<file path="config.mk">
export PLATFORM = sky130hd
export DESIGN_NAME = dbg_handshake_ctrl
export DESIGN_NICKNAME = d
export VERILOG_FILES = /design/src/rtl/dbg_hs_pkg.sv /design/src/rtl/dbg_hs_decode.sv /design/src/rtl/dbg_hs_hart_state.sv /design/src/rtl/dbg_hs_cmd_fsm.sv /design/src/rtl/dbg_handshake_ctrl.sv
export SDC_FILE = /design/constraint.sdc
export NUM_CORES = 1
export LEC_CHECK = 0
export BUFFER_PORTS_ARGS = -buffer_cell sky130_fd_sc_hd__clkbuf_2
export CAP_MARGIN = 30
export CORE_MARGIN = 2
export CORE_UTILIZATION = 47
export DETAILED_ROUTE_END_ITERATION = 8
export GPL_ROUTABILITY_DRIVEN = 0
export PLACE_DENSITY = 0.85
export SKIP_LAST_GASP = 1
export SLEW_MARGIN = 10
export SYNTH_ARGS = -nofsm -noshare
export SYNTH_HDL_FRONTEND = slang
export SYNTH_SLANG_ARGS = --single-unit
</file>
<file path="constraint.sdc">
create_clock -name clk -period 3.58 [get_ports clk]
set_input_delay 0.895 -clock clk [delete_from_list [all_inputs] [get_ports clk]]
set_output_delay 0.895 -clock clk [all_outputs]
set_load 0.02 [all_outputs]
</file>
<file path="src/rtl/dbg_hs_pkg.sv">
// Package: shared types, window map and the jump-instruction builder for
// the debug hart handshake controller. Assumes a 32-bit data path.
package dbg_hs_pkg;

    typedef enum logic [1:0] {
        CMD_ABSTRACT = 2'd0,
        CMD_PROGBUF  = 2'd1,
        CMD_RESUME   = 2'd2,
        CMD_ILLEGAL  = 2'd3
    } cmd_kind_e;

    typedef enum logic [1:0] {
        ST_IDLE,
        ST_SETUP_SLOT,
        ST_WAIT_GOING,
        ST_WAIT_DONE
    } hs_state_e;

    localparam int ADDR_HALTED    = 'h100;
    localparam int ADDR_GOING     = 'h104;
    localparam int ADDR_RESUMING  = 'h108;
    localparam int ADDR_EXCEPTION = 'h10C;
    localparam int ADDR_SLOT      = 'h300;
    localparam int FLAG_BASE      = 'h400;

    localparam int FLAG_GO_BIT     = 0;
    localparam int FLAG_RESUME_BIT = 1;

    // Builds "jal x0, off" from a 21-bit signed byte offset.
    function automatic logic [31:0] jal_x0(input logic [20:0] off);
        return {off[20], off[10:1], off[11], off[19:12], 5'd0, 7'h6F};
    endfunction

endpackage

</file>
<file path="src/rtl/dbg_hs_decode.sv">
// Module: bus decoder. Turns a store on the window into one-cycle
// notification strobes and extracts the hart ID carried in the data.
// Also resolves which flag byte or the slot a load points at.
// Assumes one access per cycle; loads have no side effects.
module dbg_hs_decode
    import dbg_hs_pkg::*;
#(
    parameter int NUM_HARTS = 4,
    parameter int ADDR_W    = 12,
    localparam int HART_W   = (NUM_HARTS > 1) ? $clog2(NUM_HARTS) : 1
) (
    input  logic              bus_req,
    input  logic              bus_we,
    input  logic [ADDR_W-1:0] bus_addr,
    input  logic [31:0]       bus_wdata,
    output logic              halted_we,
    output logic              going_we,
    output logic              resuming_we,
    output logic              exc_we,
    output logic [HART_W-1:0] id,
    output logic              id_ok,
    output logic              rd_flag_hit,
    output logic [HART_W-1:0] rd_flag_idx,
    output logic              rd_slot_hit
);

    logic st;
    logic ld;
    int   addr_i;

    // Store/load qualifiers and the address as an integer.
    always_comb begin
        st     = bus_req && bus_we;
        ld     = bus_req && !bus_we;
        addr_i = int'(bus_addr);
    end

    // Notification strobes and the hart ID carried in the data.
    always_comb begin
        halted_we   = st && (addr_i == ADDR_HALTED);
        going_we    = st && (addr_i == ADDR_GOING);
        resuming_we = st && (addr_i == ADDR_RESUMING);
        exc_we      = st && (addr_i == ADDR_EXCEPTION);
        id          = bus_wdata[HART_W-1:0];
        id_ok       = (bus_wdata < 32'(NUM_HARTS));
    end

    // Load target resolution for the read mux.
    always_comb begin
        rd_slot_hit = ld && (addr_i == ADDR_SLOT);
        rd_flag_hit = ld && (addr_i >= FLAG_BASE) && (addr_i < FLAG_BASE + NUM_HARTS);
        rd_flag_idx = HART_W'(addr_i - FLAG_BASE);
    end

endmodule

</file>
<file path="src/rtl/dbg_hs_hart_state.sv">
// Module: per-hart mailbox state. For each hart it holds the GO flag, the
// RESUME flag and the halted status, which the command FSM and the harts'
// acknowledgement stores update. Assumes the FSM raises go_set for at most
// one hart, and only while no GO is pending.
module dbg_hs_hart_state #(
    parameter int NUM_HARTS = 4,
    localparam int HART_W   = (NUM_HARTS > 1) ? $clog2(NUM_HARTS) : 1
) (
    input  logic                 clk,
    input  logic                 rst_n,
    input  logic                 halted_we,
    input  logic                 resuming_we,
    input  logic [HART_W-1:0]    id,
    input  logic                 id_ok,
    input  logic                 go_set,
    input  logic                 go_clr,
    input  logic [HART_W-1:0]    go_hart,
    input  logic [NUM_HARTS-1:0] resume_set,
    output logic [NUM_HARTS-1:0] go_q,
    output logic [NUM_HARTS-1:0] resume_q,
    output logic [NUM_HARTS-1:0] halted_q
);

    for (genvar h = 0; h < NUM_HARTS; h++) begin : g_hart
        logic mine;
        logic told;

        // Decode whether the current store and the GO target address this hart.
        always_comb begin
            mine = id_ok && (int'(id) == h);
            told = (int'(go_hart) == h);
        end

        // GO: a set from the FSM has priority over a clear in the same cycle.
        always_ff @(posedge clk) begin
            if (!rst_n)                 go_q[h] <= 1'b0;
            else if (go_set && told)    go_q[h] <= 1'b1;
            else if (go_clr && told)    go_q[h] <= 1'b0;
        end

        // RESUME: set by a resume command, cleared by that hart's ack.
        always_ff @(posedge clk) begin
            if (!rst_n)                     resume_q[h] <= 1'b0;
            else if (resume_set[h])         resume_q[h] <= 1'b1;
            else if (resuming_we && mine)   resume_q[h] <= 1'b0;
        end

        // Halted: relearned from every loop store, dropped on the resume ack.
        always_ff @(posedge clk) begin
            if (!rst_n)                     halted_q[h] <= 1'b0;
            else if (halted_we && mine)     halted_q[h] <= 1'b1;
            else if (resuming_we && mine)   halted_q[h] <= 1'b0;
        end
    end


    one_go_chk: assert property (@(posedge clk) disable iff (!rst_n)
        $onehot0(go_q));


    halted_set_chk: assert property (@(posedge clk) disable iff (!rst_n)
        (halted_we && id_ok) |=> halted_q[$past(id)]);


    resuming_clr_chk: assert property (@(posedge clk) disable iff (!rst_n)
        (resuming_we && id_ok) |=> (!halted_q[$past(id)] && !resume_q[$past(id)]));

endmodule

</file>
<file path="src/rtl/dbg_hs_cmd_fsm.sv">
// Module: command sequencer. It accepts one debugger request at a time,
// rewrites the jump slot, then raises GO or RESUME and follows the harts'
// acknowledgements until the command ends. Assumes the slot instruction
// words are constant (computed by the top from its parameters).
module dbg_hs_cmd_fsm
    import dbg_hs_pkg::*;
#(
    parameter int NUM_HARTS = 4,
    localparam int HART_W   = (NUM_HARTS > 1) ? $clog2(NUM_HARTS) : 1
) (
    input  logic                 clk,
    input  logic                 rst_n,
    input  logic                 cmd_valid,
    input  logic [1:0]           cmd_kind,
    input  logic [HART_W-1:0]    cmd_hart,
    input  logic [NUM_HARTS-1:0] cmd_resume_mask,
    input  logic [31:0]          jal_abstract,
    input  logic [31:0]          jal_progbuf,
    input  logic [31:0]          jal_resume,
    input  logic [NUM_HARTS-1:0] halted_q,
    input  logic                 halted_we,
    input  logic                 going_we,
    input  logic                 exc_we,
    input  logic [HART_W-1:0]    id,
    input  logic                 id_ok,
    output logic                 cmd_accept,
    output logic                 busy,
    output logic                 done,
    output logic                 exc,
    output logic                 go_set,
    output logic                 go_clr,
    output logic [HART_W-1:0]    sel_hart,
    output logic [NUM_HARTS-1:0] resume_set,
    output logic [31:0]          slot_q
);

    hs_state_e            state_q, state_d;
    cmd_kind_e            kind_q;
    logic [NUM_HARTS-1:0] mask_q;
    logic                 legal;
    logic                 waiting;
    logic                 fin;
    logic                 fin_exc;
    logic [31:0]          slot_new;

    // Legality of the offered request and the slot word it needs.
    always_comb begin
        unique case (cmd_kind_e'(cmd_kind))
            CMD_ABSTRACT: begin
                legal    = (int'(cmd_hart) < NUM_HARTS) && halted_q[cmd_hart];
                slot_new = jal_abstract;
            end
            CMD_PROGBUF: begin
                legal    = (int'(cmd_hart) < NUM_HARTS) && halted_q[cmd_hart];
                slot_new = jal_progbuf;
            end
            CMD_RESUME: begin
                legal    = 1'b1;
                slot_new = jal_resume;
            end
            default: begin
                legal    = 1'b0;
                slot_new = jal_resume;
            end
        endcase
        cmd_accept = cmd_valid && legal && (state_q == ST_IDLE);
        busy       = (state_q != ST_IDLE);
    end

    // Next state, flag requests and end-of-command detection.
    always_comb begin
        state_d    = state_q;
        go_set     = 1'b0;
        resume_set = '0;
        fin        = 1'b0;
        fin_exc    = 1'b0;
        waiting    = (state_q == ST_WAIT_GOING) || (state_q == ST_WAIT_DONE);
        go_clr     = going_we || (exc_we && waiting);
        unique case (state_q)
            ST_IDLE: begin
                if (cmd_accept) state_d = ST_SETUP_SLOT;
            end
            ST_SETUP_SLOT: begin
                if (kind_q == CMD_RESUME) begin
                    resume_set = mask_q & halted_q;
                    fin        = 1'b1;
                    state_d    = ST_IDLE;
                end else begin
                    go_set  = 1'b1;
                    state_d = ST_WAIT_GOING;
                end
            end
            ST_WAIT_GOING: begin
                if (exc_we) begin
                    fin     = 1'b1;
                    fin_exc = 1'b1;
                    state_d = ST_IDLE;
                end else if (going_we) begin
                    state_d = ST_WAIT_DONE;
                end
            end
            ST_WAIT_DONE: begin
                if (exc_we) begin
                    fin     = 1'b1;
                    fin_exc = 1'b1;
                    state_d = ST_IDLE;
                end else if (halted_we && id_ok && (id == sel_hart)) begin
                    fin     = 1'b1;
                    state_d = ST_IDLE;
                end
            end
            default: state_d = ST_IDLE;
        endcase
    end

    // State register.
    always_ff @(posedge clk) begin
        if (!rst_n) state_q <= ST_IDLE;
        else        state_q <= state_d;
    end

    // Latch the accepted request and rewrite the jump slot at acceptance.
    always_ff @(posedge clk) begin
        if (!rst_n) begin
            kind_q   <= CMD_RESUME;
            mask_q   <= '0;
            sel_hart <= '0;
            slot_q   <= '0;
        end else if (cmd_accept) begin
            kind_q   <= cmd_kind_e'(cmd_kind);
            mask_q   <= cmd_resume_mask;
            sel_hart <= cmd_hart;
            slot_q   <= slot_new;
        end
    end

    // Done pulse and sticky exception indication.
    always_ff @(posedge clk) begin
        if (!rst_n) begin
            done <= 1'b0;
            exc  <= 1'b0;
        end else begin
            done <= fin;
            if (cmd_accept) exc <= 1'b0;
            else if (fin_exc) exc <= 1'b1;
        end
    end


    accept_busy_chk: assert property (@(posedge clk) disable iff (!rst_n)
        cmd_accept |=> (busy && !done));


    refuse_busy_chk: assert property (@(posedge clk) disable iff (!rst_n)
        (busy && cmd_valid) |-> !cmd_accept);


    exc_end_chk: assert property (@(posedge clk) disable iff (!rst_n)
        (exc_we && waiting) |=> (done && exc && !busy));


    done_pulse_chk: assert property (@(posedge clk) disable iff (!rst_n)
        done |=> !done);

endmodule

</file>
<file path="src/rtl/dbg_handshake_ctrl.sv">
// Module: top of the debug hart handshake controller. It connects the bus
// decoder, the per-hart mailbox state and the command sequencer, builds
// the three slot instructions from the entry parameters, and muxes load
// data. Assumes entries lie within +/-1 MiB of the slot.
module dbg_handshake_ctrl
    import dbg_hs_pkg::*;
#(
    parameter int NUM_HARTS      = 4,
    parameter int ADDR_W         = 12,
    parameter int ABSTRACT_ENTRY = 'h340,
    parameter int PROGBUF_ENTRY  = 'h360,
    parameter int RESUME_ENTRY   = 'h808,
    localparam int HART_W        = (NUM_HARTS > 1) ? $clog2(NUM_HARTS) : 1
) (
    input  logic                 clk,
    input  logic                 rst_n,
    input  logic                 bus_req,
    input  logic                 bus_we,
    input  logic [ADDR_W-1:0]    bus_addr,
    input  logic [31:0]          bus_wdata,
    output logic [31:0]          bus_rdata,
    input  logic                 cmd_valid,
    input  logic [1:0]           cmd_kind,
    input  logic [HART_W-1:0]    cmd_hart,
    input  logic [NUM_HARTS-1:0] cmd_resume_mask,
    output logic                 cmd_accept,
    output logic                 busy,
    output logic                 done,
    output logic                 exc,
    output logic [NUM_HARTS-1:0] halted
);

    localparam logic [20:0] OFF_ABS = 21'(ABSTRACT_ENTRY - ADDR_SLOT);
    localparam logic [20:0] OFF_PB  = 21'(PROGBUF_ENTRY - ADDR_SLOT);
    localparam logic [20:0] OFF_RES = 21'(RESUME_ENTRY - ADDR_SLOT);

    logic                 halted_we, going_we, resuming_we, exc_we;
    logic [HART_W-1:0]    id;
    logic                 id_ok;
    logic                 rd_flag_hit, rd_slot_hit;
    logic [HART_W-1:0]    rd_flag_idx;
    logic                 go_set, go_clr;
    logic [HART_W-1:0]    sel_hart;
    logic [NUM_HARTS-1:0] resume_set;
    logic [NUM_HARTS-1:0] go_q, resume_q, halted_q;
    logic [31:0]          slot_q;
    logic [31:0]          jal_abs, jal_pb, jal_res;

    // Constant slot instruction words.
    always_comb begin
        jal_abs = jal_x0(OFF_ABS);
        jal_pb  = jal_x0(OFF_PB);
        jal_res = jal_x0(OFF_RES);
    end

    dbg_hs_decode #(.NUM_HARTS(NUM_HARTS), .ADDR_W(ADDR_W)) u_decode (
        .bus_req     (bus_req),
        .bus_we      (bus_we),
        .bus_addr    (bus_addr),
        .bus_wdata   (bus_wdata),
        .halted_we   (halted_we),
        .going_we    (going_we),
        .resuming_we (resuming_we),
        .exc_we      (exc_we),
        .id          (id),
        .id_ok       (id_ok),
        .rd_flag_hit (rd_flag_hit),
        .rd_flag_idx (rd_flag_idx),
        .rd_slot_hit (rd_slot_hit)
    );

    dbg_hs_hart_state #(.NUM_HARTS(NUM_HARTS)) u_harts (
        .clk         (clk),
        .rst_n       (rst_n),
        .halted_we   (halted_we),
        .resuming_we (resuming_we),
        .id          (id),
        .id_ok       (id_ok),
        .go_set      (go_set),
        .go_clr      (go_clr),
        .go_hart     (sel_hart),
        .resume_set  (resume_set),
        .go_q        (go_q),
        .resume_q    (resume_q),
        .halted_q    (halted_q)
    );

    dbg_hs_cmd_fsm #(.NUM_HARTS(NUM_HARTS)) u_fsm (
        .clk             (clk),
        .rst_n           (rst_n),
        .cmd_valid       (cmd_valid),
        .cmd_kind        (cmd_kind),
        .cmd_hart        (cmd_hart),
        .cmd_resume_mask (cmd_resume_mask),
        .jal_abstract    (jal_abs),
        .jal_progbuf     (jal_pb),
        .jal_resume      (jal_res),
        .halted_q        (halted_q),
        .halted_we       (halted_we),
        .going_we        (going_we),
        .exc_we          (exc_we),
        .id              (id),
        .id_ok           (id_ok),
        .cmd_accept      (cmd_accept),
        .busy            (busy),
        .done            (done),
        .exc             (exc),
        .go_set          (go_set),
        .go_clr          (go_clr),
        .sel_hart        (sel_hart),
        .resume_set      (resume_set),
        .slot_q          (slot_q)
    );

    // Load data mux: flag byte, slot word or zero.
    always_comb begin
        bus_rdata = '0;
        if (rd_slot_hit) begin
            bus_rdata = slot_q;
        end else if (rd_flag_hit) begin
            bus_rdata[FLAG_GO_BIT]     = go_q[rd_flag_idx];
            bus_rdata[FLAG_RESUME_BIT] = resume_q[rd_flag_idx];
        end
        halted = halted_q;
    end


    going_clr_chk: assert property (@(posedge clk) disable iff (!rst_n)
        (going_we && !go_set) |=> (go_q == '0));


    resume_only_halted_chk: assert property (@(posedge clk) disable iff (!rst_n)
        (resume_set != '0) |-> ((resume_set & ~halted_q) == '0));

endmodule

</file>
# == Yosys cells after proc, flatten, opt, wreduce, memory -nomap -nowiden ==
# Cells that the tools add are included.
# word_totals
regBits,56
elab_cells,154
# classes
addsub,1
n_lt_le_gt_ge,5
n_eq_ne,21
muxes,48
n_bitwise,2
reduce_logical,58
# ops
cell,n
case mux 31 bit (2 select lines),1
equality test 12 x 10 -> 1 bit (second input constant),4
logical AND 1 bit,34
< comparator 32 x 3 -> 1 bit (second input constant),1
2-to-1 mux 1 bit,30
2-to-1 mux 30 bit,1
nonzero test 2 bit,13
equality test 2 bit (second input constant),8
2-to-1 mux 2 bit,8
equality test 12 x 11 -> 1 bit (second input constant),1
>= comparator 12 x 11 -> 1 bit (second input constant),1
< comparator 12 x 11 -> 1 bit (second input constant),1
equality test 2 x 1 -> 1 bit (second input constant),4
zero test 2 bit,4
2-to-1 mux 4 bit,2
case mux 2 bit (4 select lines),1
binary-select mux 1 bit (select 2 bit),3
< comparator 2 x 3 -> 1 bit (second input constant),2
OR reduction 2 bit,3
bitwise AND 4 bit,1
inequality test 3 x 1 -> 1 bit (second input constant),1
inequality test 3 x 2 -> 1 bit (second input constant),1
case mux 1 bit (3 select lines),1
AND reduction 3 bit,1
7 further kinds,8

# == Logic depth before layout (Yosys ltp) ==
# logic_depth
depth_word,7
mapped_depth,7

# == Modules after synthesis ==
# From an unflattened synthesis, not the netlist that was laid out.
# unflattened
hier_cells,449
area_unflattened_um2,3430.8
# by_module_without_submodules
mod,n_inst,cells_per_inst,area_each_um2
dbg_hs_cmd_fsm,1,320,2397.3
dbg_hs_hart_state,1,59,524.3
dbg_handshake_ctrl,1,40,275.3
dbg_hs_decode,1,30,234.0

# == Worst setup path after synthesis ==
# OpenSTA, ideal clock, no wires.
# synth_path
kind,input-to-output
start,input bus_addr[2]
end,output bus_rdata[28]
t_arrival_ns,2.293
t_required_ns,2.685
setup_slack_ns,0.392
stages,5
path_cell_list,or4b_1 -> nor3b_2 -> and3_4 -> and2_1 -> buf_4
# synth_via
elab_chain_len,3
# synth_rtl
item,line_no,text
from (decl),dbg_handshake_ctrl.sv:19,"input logic [ADDR_W-1:0] bus_addr,"
equality test 12 x 11 -> 1 bit,dbg_hs_decode.sv:50,rd_slot_hit = ld && (addr_i == ADDR_SLOT);
logical AND 1 bit,dbg_hs_decode.sv:50,
2-to-1 mux 30 bit,dbg_handshake_ctrl.sv:118,if (rd_slot_hit) begin
to (decl),dbg_handshake_ctrl.sv:21,"output logic [31:0] bus_rdata,"
# Every way passes these cells.

# == Worst setup path after layout ==
# layout_path
start,input bus_addr[2]
end,output bus_rdata[6]
# The elaborated chain is that of the path after synthesis.

==> impl_metrics.tcl <==
set metrics [dict create \
    grt_pass1_wl_mm 6.40 \
    drc 0 \
    maxCapViolCount 0 \
    path_cells "clkbuf_2, or4b_1, nor3b_2, and3_4, nand2_2, inv_1, clkbuf_2" \
    post_cts_buffers 0 \
    vias 1605 \
    synth_area_leaders "dfxtp_1 33%, buf_4 12%, nand3_1 5.3%, mux2i_1 3.5%, nand2_1 3.5%" \
    core_mm2 0.00342 \
    crit_family "simple AND/OR/NAND/NOR gates" \
    rsz0062_at_grt "false" \
    synth_top_cell_by_area "dfxtp_1" \
    power.density_mw_per_mm2 283 \
    hold_path_end "u_fsm.mask_q[3]" \
    vias_per_cell 5.23 \
    hpwl_mm 3.21 \
    synth_cells 197 \
    r2r_cells 5 \
    endpoint_kind "primary output" \
    path_depth 7 \
    portBuffers 75 \
    synth_top_area_share_pct 32.8 \
    cts_resized 0 \
    yosysMostFrequentCell "dfxtp_1" \
    min-delay-start "u_fsm.mask_q[3]" \
    path_max_fanout 6 \
    worst_slew_pin_slew_ns 0.602 \
    synth_edf_count 0 \
    clock_latency_ns 0.32 \
    grt_usage_pct 19.4 \
    reg2reg_to "u_fsm.kind_q[0]" \
    synth_commonest_cells "28 x dfxtp_1, 27 x buf_4, 18 x nand3_1, 16 x nand2_1, 10 x nor2_1" \
    ctsRootBufferMaster "clkbuf_4" \
    clock_sinks 28 \
    ctsHtreeMaxLevel 1 \
    grt_pass1_vias 1435 \
    yosys_warnings 0 \
    synthFlopType "dfxtp_1" \
    min_path_type "register to register" \
    antenna_found_initial 0 \
    period_minus_slack_ns 3.28 \
    final_nets 319 \
    io_pins 97 \
    drt_iter0_drc 39 \
    row_count 21 \
    path_clk_slew_ns 0.14 \
    cp_num_buf_inv 3 \
    leakagePower_nw 0.927 \
    hold-path-cell-count 2 \
    worstPathRequired_ns 2.68 \
    cts_hold_buffers 0 \
    clock_path_buffers 2 \
    initial_core_util_pct 50.0 \
    cp_slowest_cell "or4b_1" \
    cts_tree "done" \
    crit_arrival_ns 2.39 \
    rr_startpoint "u_fsm.state_q[0]" \
    fmax_mhz 305 \
    setup_violations 0 \
    hold_viol 0 \
    tns_ns 0 \
    die_x_um 64.3 \
    cp_common_cell "clkbuf_2" \
    critPathMaxStageDelay_ns 0.54 \
    drt_wl_total_mm 4.02 \
    antenna_cells 0 \
    start_kind "primary input" \
    wl_per_cell_um 13.1 \
    status "finished, final reports clean" \
    syn_to_final_growth_pct 17.3 \
    fin_worst_skew_ns 0.00368 \
    ir_drop_v 0.000246 \
    first_pass_iters 4 \
    ys_async_sr_fraction_pct 0 \
    ys_seq_area_share_pct 32.8 \
    fin_crit_sh_pct 91.6 \
    gr-total-overflow 0 \
    slew_viol_final 0 \
    die_y_um 64.3 \
    synth.distinct_cells 49 \
    r2r_slack_ns 1.98 \
    avgSynthCellArea_um2 8.67 \
    crit_type "primary input to primary output" \
    ant_nets 0 \
    die_area_mm2 0.00413 \
    synth_area_mm2 0.00171 \
    cts_made_buffers 3 \
    drive_gt1_share_pct 36.4 \
    grt_max_degree 31 \
    slew_headroom_pct 59.9 \
    ys_ff_latch 28 \
    report.power.total_w 0.000566 \
]
worst max path at each step:
stage | startpoint | end | slack (ns)
floorplan | bus_addr[2] | bus_rdata[28] | 0.39
global placement | bus_addr[2] | bus_rdata[6] | 0.32
detailed placement | bus_addr[2] | bus_rdata[6] | 0.29
CTS | bus_addr[2] | bus_rdata[6] | 0.29
global route | bus_addr[2] | bus_rdata[2] | 0.22
finish | bus_addr[2] | bus_rdata[6] | 0.30
power breakdown:
group / leakage [nW] / switching, W / internal (W)
combinational: 0.680 / 0.0000590 / 0.0000354
clock: 0.0210 / 0.0000866 / 0.0000622
sequential: 0.227 / 0.00000533 / 0.000318
worst register-to-register path: stages, from the launching register on:
cell	delay, ns
dfxtp_1	0.45
nor3b_2	0.26
nand3b_1	0.26
nand2_4	0.28
mux2i_1	0.21
nor2_1	0.05
routing by layer:
metal  global-route usage [%]  share of wire (%)  up-vias
li1                         -                  -      799
met3                     3.87                7.6        2
met1                     24.4                 43      723
met2                     33.9                 49       81
met5                        0                  0        -
met4                     4.79               0.25        0
kinds of logic after synthesis:
group | synth area share, %
AND/OR/NAND/NOR | 28.2
buffers and inverters | 16.1
AO/OA/AOI/OAI | 13.9
flip-flops | 32.8
multiplexers | 7.69
XOR/XNOR | 1.03
other | 0.220
through the flow:
step,hold slack [ns],area (µm²),util [%],setup slack (ns),cells
after global routing,0.504,2000,58.6,0.224,307
after global placement,0.438,1970,57.6,0.320,303
after CTS,0.460,2000,58.6,0.287,307
final,0.456,2000,58.6,0.299,307
after detailed placement,0.441,1970,57.6,0.293,303
after floorplan,0.424,1780,-,0.392,217
registers in the layout (all words and copies together) (netlist names):
signal,count
u_harts.halted_q,4
u_harts.go_q,4
u_fsm.kind_q,2
u_harts.resume_q,4
u_fsm.slot_q,4
u_fsm.state_q,2
u_fsm.exc,1
u_fsm.done,1
u_fsm.sel_hart,2
u_fsm.mask_q,4
placed cells by master, fill, tap and decap left out, drive strengths merged, types with 3 or more instances in the layout:
| cell | count |
|---|---|
| and2 | 3 |
| mux2i | 6 |
| o31ai | 3 |
| mux4 | 3 |
| clkbuf | 79 |
| conb | 21 |
| inv | 6 |
| nor4 | 8 |
| and3 | 4 |
| nor2b | 3 |
| nand2 | 18 |
| a31o | 4 |
| o21ai | 9 |
| nand4 | 6 |
| nand3 | 19 |
| nor2 | 10 |
| a31oi | 5 |
| dfxtp | 28 |
| nor3 | 3 |
layout make-up:
class	instances	area, µm²
Tap cell	46	57.6
Timing Repair Buffer	75	375
Fill cell	314	1410
Clock buffer	4	36.3
Multi-Input combinational cell	147	947
Sequential cell	28	561
Inverter	7	26.3
(Power assumes the default switching activity.)
